==> config.mk <==
export PLATFORM = sky130hd
export DESIGN_NAME = sdram_cmd_tracker
export DESIGN_NICKNAME = d
export VERILOG_FILES = /design/src/rtl/sdcmd_pkg.sv /design/src/rtl/sdcmd_bank.sv /design/src/rtl/sdcmd_colport.sv /design/src/rtl/sdcmd_modereg.sv /design/src/rtl/sdram_cmd_tracker.sv
export SDC_FILE = /design/constraint.sdc
export NUM_CORES = 1
export LEC_CHECK = 0
export BUFFER_PORTS_ARGS = -buffer_cell sky130_fd_sc_hd__buf_2
export CORE_MARGIN = 8
export CORE_UTILIZATION = 52
export CTS_CLUSTER_DIAMETER = 150
export DETAILED_ROUTE_END_ITERATION = 8
export PLACE_DENSITY = 0.85
export SYNTH_ARGS = -nofsm -noshare
export SYNTH_HDL_FRONTEND = slang
export SYNTH_SLANG_ARGS = --single-unit
export TNS_END_PERCENT = 100
==> constraint.sdc <==
create_clock -name clk -period 2.3 [get_ports clk]
set_input_delay 0.345 -clock clk [delete_from_list [all_inputs] [get_ports clk]]
set_output_delay 0.345 -clock clk [all_outputs]
set_load 0.02 [all_outputs]
==> src/rtl/sdcmd_pkg.sv <==
package sdcmd_pkg;
  typedef enum logic [2:0] {
    C_NOP = 3'd0,
    C_ACT = 3'd1,
    C_PRE = 3'd2,
    C_RD  = 3'd3,
    C_WR  = 3'd4,
    C_MRS = 3'd5
  } cmd_e;

  // strobe pattern to command; unsupported patterns collapse to no-op
  function automatic cmd_e decode_cmd(input logic cs_n, input logic ras_n,
                                      input logic cas_n, input logic we_n);
    cmd_e c;
    c = C_NOP;
    if (!cs_n) begin
      case ({ras_n, cas_n, we_n})
        3'b011:  c = C_ACT;
        3'b010:  c = C_PRE;
        3'b101:  c = C_RD;
        3'b100:  c = C_WR;
        3'b000:  c = C_MRS;
        default: c = C_NOP;
      endcase
    end
    return c;
  endfunction

  function automatic logic [3:0] bank_onehot(input logic [1:0] b);
    return 4'b0001 << b;
  endfunction
endpackage

==> src/rtl/sdcmd_bank.sv <==
module sdcmd_bank #(
  parameter int ROW_W = 12
) (
  input  logic             clk,
  input  logic             rst_n,
  input  logic             en,
  input  logic             do_open,
  input  logic             do_close,
  input  logic [ROW_W-1:0] row_in,
  output logic             active,
  output logic [ROW_W-1:0] row
);
  always_ff @(posedge clk or negedge rst_n) begin
    if (!rst_n) begin
      active <= 1'b0;
      row    <= '0;
    end else if (en) begin
      if (do_open) begin
        active <= 1'b1;
        row    <= row_in;
      end else if (do_close) begin
        active <= 1'b0;
      end
    end
  end
endmodule

==> src/rtl/sdcmd_colport.sv <==
module sdcmd_colport #(
  parameter int COL_W = 9,
  parameter int BA_W  = 2
) (
  input  logic             clk,
  input  logic             rst_n,
  input  logic             en,
  input  logic             hit,
  input  logic             wr,
  input  logic             ap,
  input  logic             bad,
  input  logic             merr,
  input  logic [BA_W-1:0]  bank_in,
  input  logic [COL_W-1:0] col_in,
  output logic             col_valid,
  output logic             col_write,
  output logic             auto_pre,
  output logic             illegal,
  output logic             mrs_err,
  output logic [BA_W-1:0]  col_bank,
  output logic [COL_W-1:0] col_addr
);
  always_ff @(posedge clk or negedge rst_n) begin
    if (!rst_n) begin
      col_valid <= 1'b0;
      col_write <= 1'b0;
      auto_pre  <= 1'b0;
      illegal   <= 1'b0;
      mrs_err   <= 1'b0;
      col_bank  <= '0;
      col_addr  <= '0;
    end else if (en) begin
      col_valid <= hit;
      col_write <= hit & wr;
      auto_pre  <= hit & ap;
      illegal   <= bad;
      mrs_err   <= merr;
      if (hit) begin
        col_bank <= bank_in;
        col_addr <= col_in;
      end
    end
  end
endmodule

==> src/rtl/sdcmd_modereg.sv <==
module sdcmd_modereg #(
  parameter int OP_W = 12
) (
  input  logic            clk,
  input  logic            rst_n,
  input  logic            en,
  input  logic            load,
  input  logic [OP_W-1:0] op_in,
  output logic [OP_W-1:0] mode_reg
);
  always_ff @(posedge clk or negedge rst_n) begin
    if (!rst_n)            mode_reg <= '0;
    else if (en && load)   mode_reg <= op_in;
  end
endmodule

==> src/rtl/sdram_cmd_tracker.sv <==
module sdram_cmd_tracker
  import sdcmd_pkg::*;
#(
  parameter int ROW_W  = 12,
  parameter int COL_W  = 9,
  parameter int BA_W   = 2,
  parameter int AP_BIT = 10
) (
  input  logic                          clk,
  input  logic                          rst_n,
  input  logic                          cs_n,
  input  logic                          ras_n,
  input  logic                          cas_n,
  input  logic                          we_n,
  input  logic                          cke,
  input  logic [BA_W-1:0]               ba,
  input  logic [ROW_W-1:0]              addr,
  output logic [(1<<BA_W)-1:0]          bank_active,
  output logic [(1<<BA_W)*ROW_W-1:0]    open_row,
  output logic [ROW_W-1:0]              mode_reg,
  output logic                          col_valid,
  output logic                          col_write,
  output logic [BA_W-1:0]               col_bank,
  output logic [COL_W-1:0]              col_addr,
  output logic                          auto_pre,
  output logic                          illegal,
  output logic                          mrs_err
);
  localparam int NBANK = 1 << BA_W;

  // named internal events for the checker
  cmd_e             cmd;
  logic             step_en;
  logic             cke_q;
  logic             ap_pend;
  logic [BA_W-1:0]  ap_bank;
  logic [NBANK-1:0] ap_mask;
  logic [NBANK-1:0] eff_active;
  logic             sel_hit;
  logic             ev_act, ev_pre, ev_col, ev_col_ok, ev_bad;
  logic             ev_mrs_ok, ev_mrs_bad, ev_ap;

  assign cmd = decode_cmd(cs_n, ras_n, cas_n, we_n);

  // suspension starts one edge after cke is sampled low
  always_ff @(posedge clk or negedge rst_n) begin
    if (!rst_n) cke_q <= 1'b1;
    else        cke_q <= cke;
  end
  assign step_en = cke_q;

  always_ff @(posedge clk or negedge rst_n) begin
    if (!rst_n) begin
      ap_pend <= 1'b0;
      ap_bank <= '0;
    end else if (step_en) begin
      ap_pend <= ev_ap;
      if (ev_ap) ap_bank <= ba;
    end
  end

  always_comb begin
    ap_mask = '0;
    if (ap_pend) ap_mask[ap_bank] = 1'b1;
  end

  assign eff_active = bank_active & ~ap_mask;
  assign sel_hit    = eff_active[ba];
  assign ev_act     = (cmd == C_ACT);
  assign ev_pre     = (cmd == C_PRE);
  assign ev_col     = (cmd == C_RD) || (cmd == C_WR);
  assign ev_col_ok  = ev_col && sel_hit;
  assign ev_ap      = ev_col_ok && addr[AP_BIT];
  assign ev_bad     = (ev_act && sel_hit) || (ev_col && !sel_hit);
  assign ev_mrs_ok  = (cmd == C_MRS) && (eff_active == '0);
  assign ev_mrs_bad = (cmd == C_MRS) && (eff_active != '0);

  genvar gi;
  generate
    for (gi = 0; gi < NBANK; gi++) begin : g_bank
      logic open_i, close_i;
      assign open_i  = ev_act && !sel_hit && (ba == BA_W'(gi));
      assign close_i = ap_mask[gi] ||
                       (ev_pre && (addr[AP_BIT] || (ba == BA_W'(gi))));
      sdcmd_bank #(.ROW_W(ROW_W)) u_bank (
        .clk      (clk),
        .rst_n    (rst_n),
        .en       (step_en),
        .do_open  (open_i),
        .do_close (close_i),
        .row_in   (addr),
        .active   (bank_active[gi]),
        .row      (open_row[gi*ROW_W +: ROW_W])
      );
    end
  endgenerate

  sdcmd_colport #(.COL_W(COL_W), .BA_W(BA_W)) u_col (
    .clk       (clk),
    .rst_n     (rst_n),
    .en        (step_en),
    .hit       (ev_col_ok),
    .wr        (cmd == C_WR),
    .ap        (addr[AP_BIT]),
    .bad       (ev_bad),
    .merr      (ev_mrs_bad),
    .bank_in   (ba),
    .col_in    (addr[COL_W-1:0]),
    .col_valid (col_valid),
    .col_write (col_write),
    .auto_pre  (auto_pre),
    .illegal   (illegal),
    .mrs_err   (mrs_err),
    .col_bank  (col_bank),
    .col_addr  (col_addr)
  );

  sdcmd_modereg #(.OP_W(ROW_W)) u_mode (
    .clk      (clk),
    .rst_n    (rst_n),
    .en       (step_en),
    .load     (ev_mrs_ok),
    .op_in    (addr),
    .mode_reg (mode_reg)
  );
endmodule

==> results.yml, run 1 <==
timing:
  hold_viol: 0
  slew_violations: 0
  finalClockSkew_ns: 0.00671
  rsz0062_at_grt: "yes"
  setup-violations-final: 0
  period_needed_ns: 2.19
  tns_ns: 0
  fmax_ghz: 0.457
  tightest_slew_ns: 0.643
  setup_ws_ns: 0.111
  max-slew-margin-rel: 0.572
  fin_crit_sh: 0.952
power_and_ir_drop:
  power_density_mw_per_mm2: 884
  finalPower_uw: 3860
  p_leak_uw: 0.00235
  vdd.ir_drop.worst_mv: 0.363
clocking:
  hold_buffers: 0
  cts.sinks: 83
  clock_path_buffers: 2
  cts_resized: 0
  root_buffer: "clkbuf_8"
  h-tree-depth: 3
  cts_tree: "built"
  numCtsBuffers: 9
  clk_latency_ns: 0.35
  path_clk_slew_ns: 0.08
  cts_setup_buffers: 0
global_routing:
  grt_max_degree: 50
  grt_busiest_layer: "met2"
  grt_pass1_wl_um: 13700
  use_met1: 0.219
  use_met2: 0.284
  grt_antenna_before_repair: 0
  grtUsageMet3: 0.0719
  grt_pass1_vias: 2436
  gr-total-overflow: 0
  track_usage: 0.181
drt:
  routed_wl_um: 8450
  num_vias: 2256
  ant_nets: 0
  dr.pass1.iters: 4
  post_drt_via_cell_ratio: 5.36
  drt_iter0_drc: 152
  drc: 0
  routedWlPerCell_um: 20.1
floorplan:
  die_x_um: 99.1
  io_pins: 101
  rows: 30
  die_h_um: 99.1
  die-area_mm2: 0.00981
  start_util: 0.534
  core_area_mm2: 0.00672
final_layout:
  layout_commonest_cell: "buf_2"
  diodes: 0
  nNetsFinal: 357
  drive_gt1_frac: 0.622
  area_growth_pct: 21.6
  final_cell_area_mm2: 0.00436
  num-fill-cells: 496
  final_cell_mix: "99 x buf_2, 82 x dfrtp_1, 38 x mux2_2"
  finalNonFillerCells: 421
  largest_register_ffs: 48
synth:
  yosys.area_share.simple: 0.0548
  synth_ff_type: "dfrtp_1"
  synth_top_family_by_area: "multiplexers"
  synthCells: 227
  yosys.area_share.xor_xnor: 0
  mappedNetlistNets: 248
  yosysWarnings: 0
  async_flop_share: 1.00
  muxShareOfSynthArea: 0.276
  ys_ff_latch: 83
  yosysSeqAreaShare: 0.579
  synthAdderAreaFrac: 0
  avgSynthCellArea_um2: 15.8
  synth_compound_area_frac: 0.0391
  synth.distinct_cells: 39
  synth_edf_count: 0
  netlist_area_mm2: 0.00359
worst_setup_path:
  rr_worst_depth: 6
  endpoint_kind: "flop"
  cp_data_arrival_time_ns: 2.42
  worstPathRequired_ns: 2.53
  critPathMaxFanout: 8
  crit_type: "reg2reg"
  critPathLaunchType: "flop"
placement:
  io_buffers: 100
  gp_congestion: 0.870
  pre_cts_ws_ns: 0.129
  place_area_mm2: 0.00416
  dp_cells: 405
  post-dp-hpwl_um: 6360
run:
  drv_cap: 0
worst_hold_path:
  hold_class: "in2async"
status:
  status: "complete, no violations"
==> routing by layer <==
metal | wire length [µm] | part of all wire | vias up
li1 | - | - | 1016
met5 | 0 | 0 | -
met3 | 678 | 0.080 | 11
met4 | 140 | 0.017 | 0
met2 | 4050 | 0.48 | 77
met1 | 3580 | 0.42 | 1152
==> report_power, final <==
group          switching (µW)  internal, µW
Clock                     504           564
Sequential                151          1690
Combinational             539           409
Total                    1190          2660
==> critical path: stages (launching register included) <==
cell and delay (ns):
dfrtp_1 0.43, or2b_2 0.20, o21ai_0 0.07, mux4_2 0.56, nor4b_4 0.26, buf_4 0.21, mux2_2 0.34
==> area by class of cell <==
cell class,instances,area (µm²),area share
sequential,83,2080,0.476
multi-input combinational,126,1330,0.305
timing repair buffer,113,638,0.146
clock buffer,13,159,0.0364
tap,80,100,0.0229
clock inverter,3,46.3,0.0106
inverter,3,11.3,0.00258
==> synth_stat cells, types with 2 or more instances <==
library cell   n  share of area
dfrtp_1       82           0.57
mux2_2        38           0.12
mux2_4        36           0.15
nand2_1        9         0.0094
a21o_1         5          0.010
buf_6          5          0.016
o21ai_0        5         0.0070
buf_4          4         0.0084
nor2_1         4         0.0042
and3_1         3         0.0052
buf_12         3          0.017
inv_1          3         0.0031
a21oi_1        2         0.0028
a22o_1         2         0.0049
nor2b_1        2         0.0035
==> logic make-up (layout without fill, tap and decap cells) <==
group | after synthesis | count (layout)
mux | 75 | 75
compound gates | 20 | 20
simple gates | 31 | 31
buf+inv | 18 | 132
flops | 83 | 83
==> per-stage QoR <==
| stage | hold WS (ns) | util |
|---|---|---|
| 4_1_cts | 0.0270 | 0.649 |
| 5_1_grt | 0.0499 | 0.649 |
| 3_5_place_dp | 0.410 | 0.618 |
| 2_1_floorplan | 0.0494 | - |
| 6_report | 0.0154 | 0.649 |
| 3_3_place_gp | 0.405 | 0.618 |
==> worst paths after layout <==
| check | startpoint | end | slack, ns |
|---|---|---|---|
| worst max-delay path | ap_pend$_DFFE_PN0P_ | u_col.col_addr[4]$_DFFE_PN0P_ | 0.11 |
| worst min-delay path | rst_n | g_bank[1].u_bank.row[3]$_DFFE_PN0P_ | 0.02 |
| worst max register to register | ap_pend$_DFFE_PN0P_ | u_col.col_addr[4]$_DFFE_PN0P_ | 0.11 |
| worst min register to register | u_mode.mode_reg[3]$_DFFE_PN0P_ | u_mode.mode_reg[3]$_DFFE_PN0P_ | 0.50 |
| max in group asynchronous | rst_n | u_col.col_addr[0]$_DFFE_PN0P_ | 1.66 |
| min in group clk | cke | cke_q$_DFF_PN1_ | 0.09 |
Note: power is estimated with default switching activity, not from simulation.
==> run 2, diff against run 1 <==
Settings changed: CELL_PAD_IN_SITES_DETAIL_PLACEMENT set to 1, CELL_PAD_IN_SITES_GLOBAL_PLACEMENT set to 1, CORE_UTILIZATION 52 to 42, GPL_TIMING_DRIVEN set to 0, PLACE_DENSITY 0.85 to 0.84, SETUP_SLACK_MARGIN set to 0.1.
==> results.yml, run 2 (synthesized netlist as in run 1, its figures left out) <==
timing:
  fmax_ghz: 0.446
  finalClockSkew_ns: 0.00804
  whs_ns: 0.0992
  period_needed_ns: 2.24
  slew_violations: 0
  setup_ws_ns: 0.0603
  rsz0062_at_grt: "yes"
  setup-violations-final: 0
  tns_ns: 0
  tightest_slew_ns: 0.448
  fin_crit_sh: 0.974
  hold_viol: 0
  max-slew-margin-rel: 0.700
placement:
  place_area_mm2: 0.00425
  pre_cts_ws_ns: -0.144
  post-dp-hpwl_um: 6670
  gp_congestion: 0.804
  io_buffers: 99
final_layout:
  drive_gt1_frac: 0.667
  diodes: 0
  area_growth_pct: 35.5
  final_cell_area_mm2: 0.00486
  final_cell_mix: "100 x buf_2, 80 x dfrtp_1, 47 x mux2_4"
  regArea_mm2: 0.00208
  multi_input_area_mm2: 0.00141
  layout_commonest_cell: "buf_2"
  largest_register_ffs: 48
  nNetsFinal: 382
  num-fill-cells: 837
drt:
  num_vias: 2378
  drt_iter0_drc: 62
  routed_wl_um: 9870
  post_drt_via_cell_ratio: 5.05
  ant_nets: 0
  wl_met3_um: 581
  dr_wl_met2_um: 4920
  drc: 0
  routedWlPerCell_um: 20.9
  top_layer_used: "met4"
  met1_length_um: 4290
  dr.pass1.iters: 4
floorplan:
  rows: 33
  io_pins: 101
  die-area_mm2: 0.0118
  die_x_um: 108
  start_util: 0.434
  core_area_mm2: 0.00826
  die_h_um: 108
global_routing:
  grt_antenna_before_repair: 0
  track_usage: 0.174
  gr-total-overflow: 0
  grt_max_degree: 52
  grt_pass1_vias: 2706
  grt_pass1_wl_um: 15600
clocking:
  clk_latency_ns: 0.33
  root_buffer: "clkbuf_8"
  cts_tree: "built"
  clock_path_buffers: 2
  numCtsBuffers: 9
  path_clk_slew_ns: 0.08
  cts.sinks: 83
  h-tree-depth: 3
worst_setup_path:
  cpPeakStageDelay_ns: 0.51
  cp_slowest_cell: "mux4_2"
  crit_chain: "or2b_4 > o21ai_2 > mux4_2 > buf_6 > and4_4 > buf_6 > buf_12 > mux2_4"
  worstPathRequired_ns: 2.52
  critical-path-top-delay-family: "multiplexers"
  crit_type: "reg2reg"
  cp_num_buf_inv: 3
  critPathMaxFanout: 5
  critPathLaunchType: "flop"
  cp_data_arrival_time_ns: 2.46
  cpMostUsedCell: "buf_6"
  endpoint_kind: "flop"
run:
  drv_cap: 0
power_and_ir_drop:
  power_density_mw_per_mm2: 837
  p_leak_uw: 0.00255
  finalPower_uw: 4070
  vdd.ir_drop.worst_mv: 0.439
status:
  status: "complete, no violations"
worst_hold_path:
  hold_class: "in2reg"
-- run 2: repair_timing --
| item | in CTS | in global routing |
|---|---|---|
| hold buffers | 1 | 0 |
| pin swaps | 1 | 2 |
| resized for setup | 32 | 9 |
| hold endpoints to repair | 31 | 0 |
| endpoints found under the setup margin | 61 | 73 |
| gates cloned | 5 | 0 |
| buffers inserted | 17 | 1 |
-- run 2: worst reg2reg max path, stage by stage, from the launching register on --
cell	delay, ns
dfrtp_2	0.44
or2b_4	0.22
o21ai_2	0.05
mux4_2	0.51
buf_6	0.16
and4_4	0.18
buf_6	0.13
buf_12	0.13
mux2_4	0.29
-- run 2: metrics by stage --
stage | utilization | cells
after global routing | 0.589 | 471
final | 0.589 | 471
after floorplan | - | 227
after global placement | 0.510 | 431
after CTS | 0.585 | 471
after detailed placement | 0.514 | 432
-- run 2: cell type report --
| type | instances | share of cell area |
|---|---|---|
| buffer | 15 | 0.0378 |
| clock inverter | 5 | 0.0175 |
| sequential | 83 | 0.428 |
| clock buffer | 11 | 0.0291 |
| inverter | 3 | 0.00232 |
| multi-input combinational | 126 | 0.291 |
| tap | 105 | 0.0270 |
| timing repair buffer | 123 | 0.168 |
-- run 2: path summary, 6_finish.rpt --
kind,slack [ns],to,start,depth (start not counted)
max,0.06,g_bank[3].u_bank.row[9]$_DFFE_PN0P_,ap_pend$_DFFE_PN0P_,8
min,0.1,cke_q$_DFF_PN1_,cke,1
max reg2reg,0.06,g_bank[3].u_bank.row[9]$_DFFE_PN0P_,ap_pend$_DFFE_PN0P_,8
min reg2reg,0.49,u_col.col_valid$_DFFE_PN0P_,u_col.col_valid$_DFFE_PN0P_,1
max in group asynchronous,1.20,u_col.col_addr[0]$_DFFE_PN0P_,rst_n,3
min in group asynchronous,0.49,g_bank[0].u_bank.row[4]$_DFFE_PN0P_,rst_n,2
-- run 2: routing by layer --
metal	track usage	vias up
li1	-	1075
met1	0.218	1225
met2	0.294	70
met3	0.0405	8
met4	0.0459	0
met5	0	-
-- run 2: where the power goes --
part	internal (µW)	total (µW)	switching [µW]
clock network	648	1180	532
logic	482	1050	569
registers	1690	1840	148
==> run 3, diff against run 2 <==
Settings changed: ABC_AREA set to 1, CORE_UTILIZATION 42 to 38.
==> results.yml, run 3 <==
power_and_ir_drop:
  power_density_mw_per_mm2: 680
  p_leak_uw: 0.00257
  p_sw_uw: 912
  vdd.ir_drop.worst_mv: 0.238
  seqPwrFrac: 0.533
  p_comb_frac: 0.154
  swShare: 0.303
  intPower_uw: 2100
  p_clk_frac: 0.313
floorplan:
  die_h_um: 113
  die-area_mm2: 0.0128
  start_util: 0.389
  core_area_mm2: 0.00920
  die_x_um: 113
  rows: 35
  io_pins: 101
timing:
  finalClockSkew_ns: 0.0116
  fin_crit_sh: 0.859
  hold_viol: 0
  setup_ws_ns: 0.325
  period_needed_ns: 1.98
  slew_violations: 0
  fmax_ghz: 0.506
  setup-violations-final: 0
  rsz0062_at_grt: "no"
  tns_ns: 0
  whs_ns: 0.108
  max-slew-margin-rel: 0.508
  tightest_slew_ns: 0.736
clocking:
  numCtsBuffers: 9
  clock_path_buffers: 2
  path_clk_slew_ns: 0.08
  h-tree-depth: 3
  cts_resized: 0
  cts.sinks: 83
  root_buffer: "clkbuf_8"
  cts_tree: "built"
  clk_latency_ns: 0.35
drt:
  routed_wl_um: 11800
  ant_nets: 0
  post_drt_via_cell_ratio: 5.19
  dr.pass1.iters: 4
  drt_iter0_drc: 160
  routedWlPerCell_um: 18.6
  drc: 0
  num_vias: 3306
final_layout:
  finalNonFillerCells: 637
  num-fill-cells: 1158
  layout_commonest_cell: "nand2_1"
  nNetsFinal: 543
  drive_gt1_frac: 0.285
  largest_register_ffs: 48
  final_cell_mix: "166 x nand2_1, 112 x buf_2, 82 x dfrtp_1"
  final_cell_area_mm2: 0.00442
  area_growth_pct: 23.7
  diodes: 0
synth:
  yosysWarnings: 0
  synthAdderAreaFrac: 0
  synth_compound_area_frac: 0.0196
  yosys.area_share.xor_xnor: 0
  yosysTopAreaCell: "dfrtp_1"
  netlist_area_mm2: 0.00358
  yosysSeqAreaShare: 0.581
  async_flop_share: 1.00
  avgSynthCellArea_um2: 8.74
  synth_top_family_by_area: "simple AND/OR/NAND/NOR gates"
  yosys.area_share.simple: 0.337
  ys_ff_latch: 83
  synth_top_area_share: 0.574
  synthTopCellsByArea: "dfrtp_1 57%, nand2_1 17%, nand4_1 9.3%"
  synth_ff_type: "dfrtp_1"
  synthCells: 409
  mappedNetlistNets: 430
  synth_most_common_cell: "nand2_1"
  synth.distinct_cells: 21
  synth_edf_count: 0
  muxShareOfSynthArea: 0
  ys_top_cells_by_count: "166 x nand2_1, 82 x dfrtp_1, 53 x nand4_1"
global_routing:
  grt_antenna_before_repair: 0
  grt_pass1_wl_um: 19800
  gr-total-overflow: 0
  grt_pass1_vias: 3660
  track_usage: 0.195
  grt_max_degree: 47
worst_setup_path:
  reg2reg_from: "cke_q$_DFF_PN1_"
  critPathLaunch: "cke_q$_DFF_PN1_"
  cp_data_arrival_time_ns: 2.22
  crit_type: "reg2reg"
  critPathMaxFanout: 10
  worstPathRequired_ns: 2.54
  endpoint_kind: "flop"
  critPathLaunchType: "flop"
worst_hold_path:
  hold_class: "in2reg"
  min_from: "cke"
status:
  status: "complete, no violations"
run:
  drv_cap: 0
placement:
  post-dp-hpwl_um: 8790
  gp_congestion: 0.834
  place_area_mm2: 0.00425
  pre_cts_ws_ns: 0.261
  dp_cells: 621
  io_buffers: 100
run 3: changes by cell type in the layout (fill, tap and decap cells not counted), sizes merged, moves of 10 or more:
cell and delta:
nand2 +159, mux2 -74, buf -17, nand4 +53, nor2 +12, nand3 +26
inv +14, clkbuf +10
run 3: area by class of cell:
| class | count | area (µm²) | area share |
|---|---|---|---|
| Inverter | 18 | 67.6 | 0.0153 |
| Clock inverter | 4 | 27.5 | 0.00622 |
| Clock buffer | 11 | 141 | 0.0320 |
| Sequential cell | 83 | 2080 | 0.470 |
| Timing Repair Buffer | 102 | 541 | 0.122 |
| Tap cell | 111 | 139 | 0.0314 |
| Buffer | 29 | 155 | 0.0351 |
| Multi-Input combinational cell | 279 | 1270 | 0.288 |
run 3: cells by family after synthesis:
family / count (synthesis)
DFF: 83
AOI/OAI and AO/OA: 14
and+or+nand+nor: 265
buffers and inverters: 47
run 3: through the flow:
stage                     power (µW)  utilization
after floorplan                 1880            -
after global placement          2080        0.458
after detailed placement        2100        0.462
after CTS                       3040        0.481
after global routing            3150        0.481
final                           3010        0.481
run 3: what timing repair did:
item,in CTS,in global routing
setup endpoints to repair,0,0
endpoints found under the hold margin,37,0
hold buffers,1,0
setup buffers,0,0
run 3: power by group through the flow:
stage               registers [µW]  logic (µW)  clock network (µW)
finish                        1600         464                 941
floorplan                     1720         158                   0
CTS                           1610         472                 965
global route                  1620         510                1020
detailed placement            1630         470                   0
global placement              1630         448                   0
run 3: per-layer routing:
layer,part of all wire,GRT usage,vias to the layer above
li1,-,-,1569
met1,0.44,0.250,1626
met2,0.49,0.316,91
met3,0.055,0.0415,20
met4,0.018,0.0702,0
met5,0,0,-
run 3: worst paths after layout:
check / to / slack, ns / depth (start not counted)
hold / removal: cke_q$_DFF_PN1_ / 0.11 / 1
setup / recovery: u_col.col_addr[6]$_DFFE_PN0P_ / 0.32 / 6
min in group asynchronous: u_col.col_addr[0]$_DFFE_PN0P_ / 0.51 / 2
setup reg to reg: u_col.col_addr[6]$_DFFE_PN0P_ / 0.32 / 6
hold reg to reg: g_bank[1].u_bank.row[4]$_DFFE_PN0P_ / 0.47 / 2
max in group asynchronous: cke_q$_DFF_PN1_ / 1.13 / 3
run 3: worst max-delay path, stage by stage (launching register included):
cell and delay (ns):
dfstp_2 0.53, inv_1 0.07, nor2_1 0.59, nand2_2 0.29, buf_2 0.26, nand2_1 0.08
nand2_1 0.05
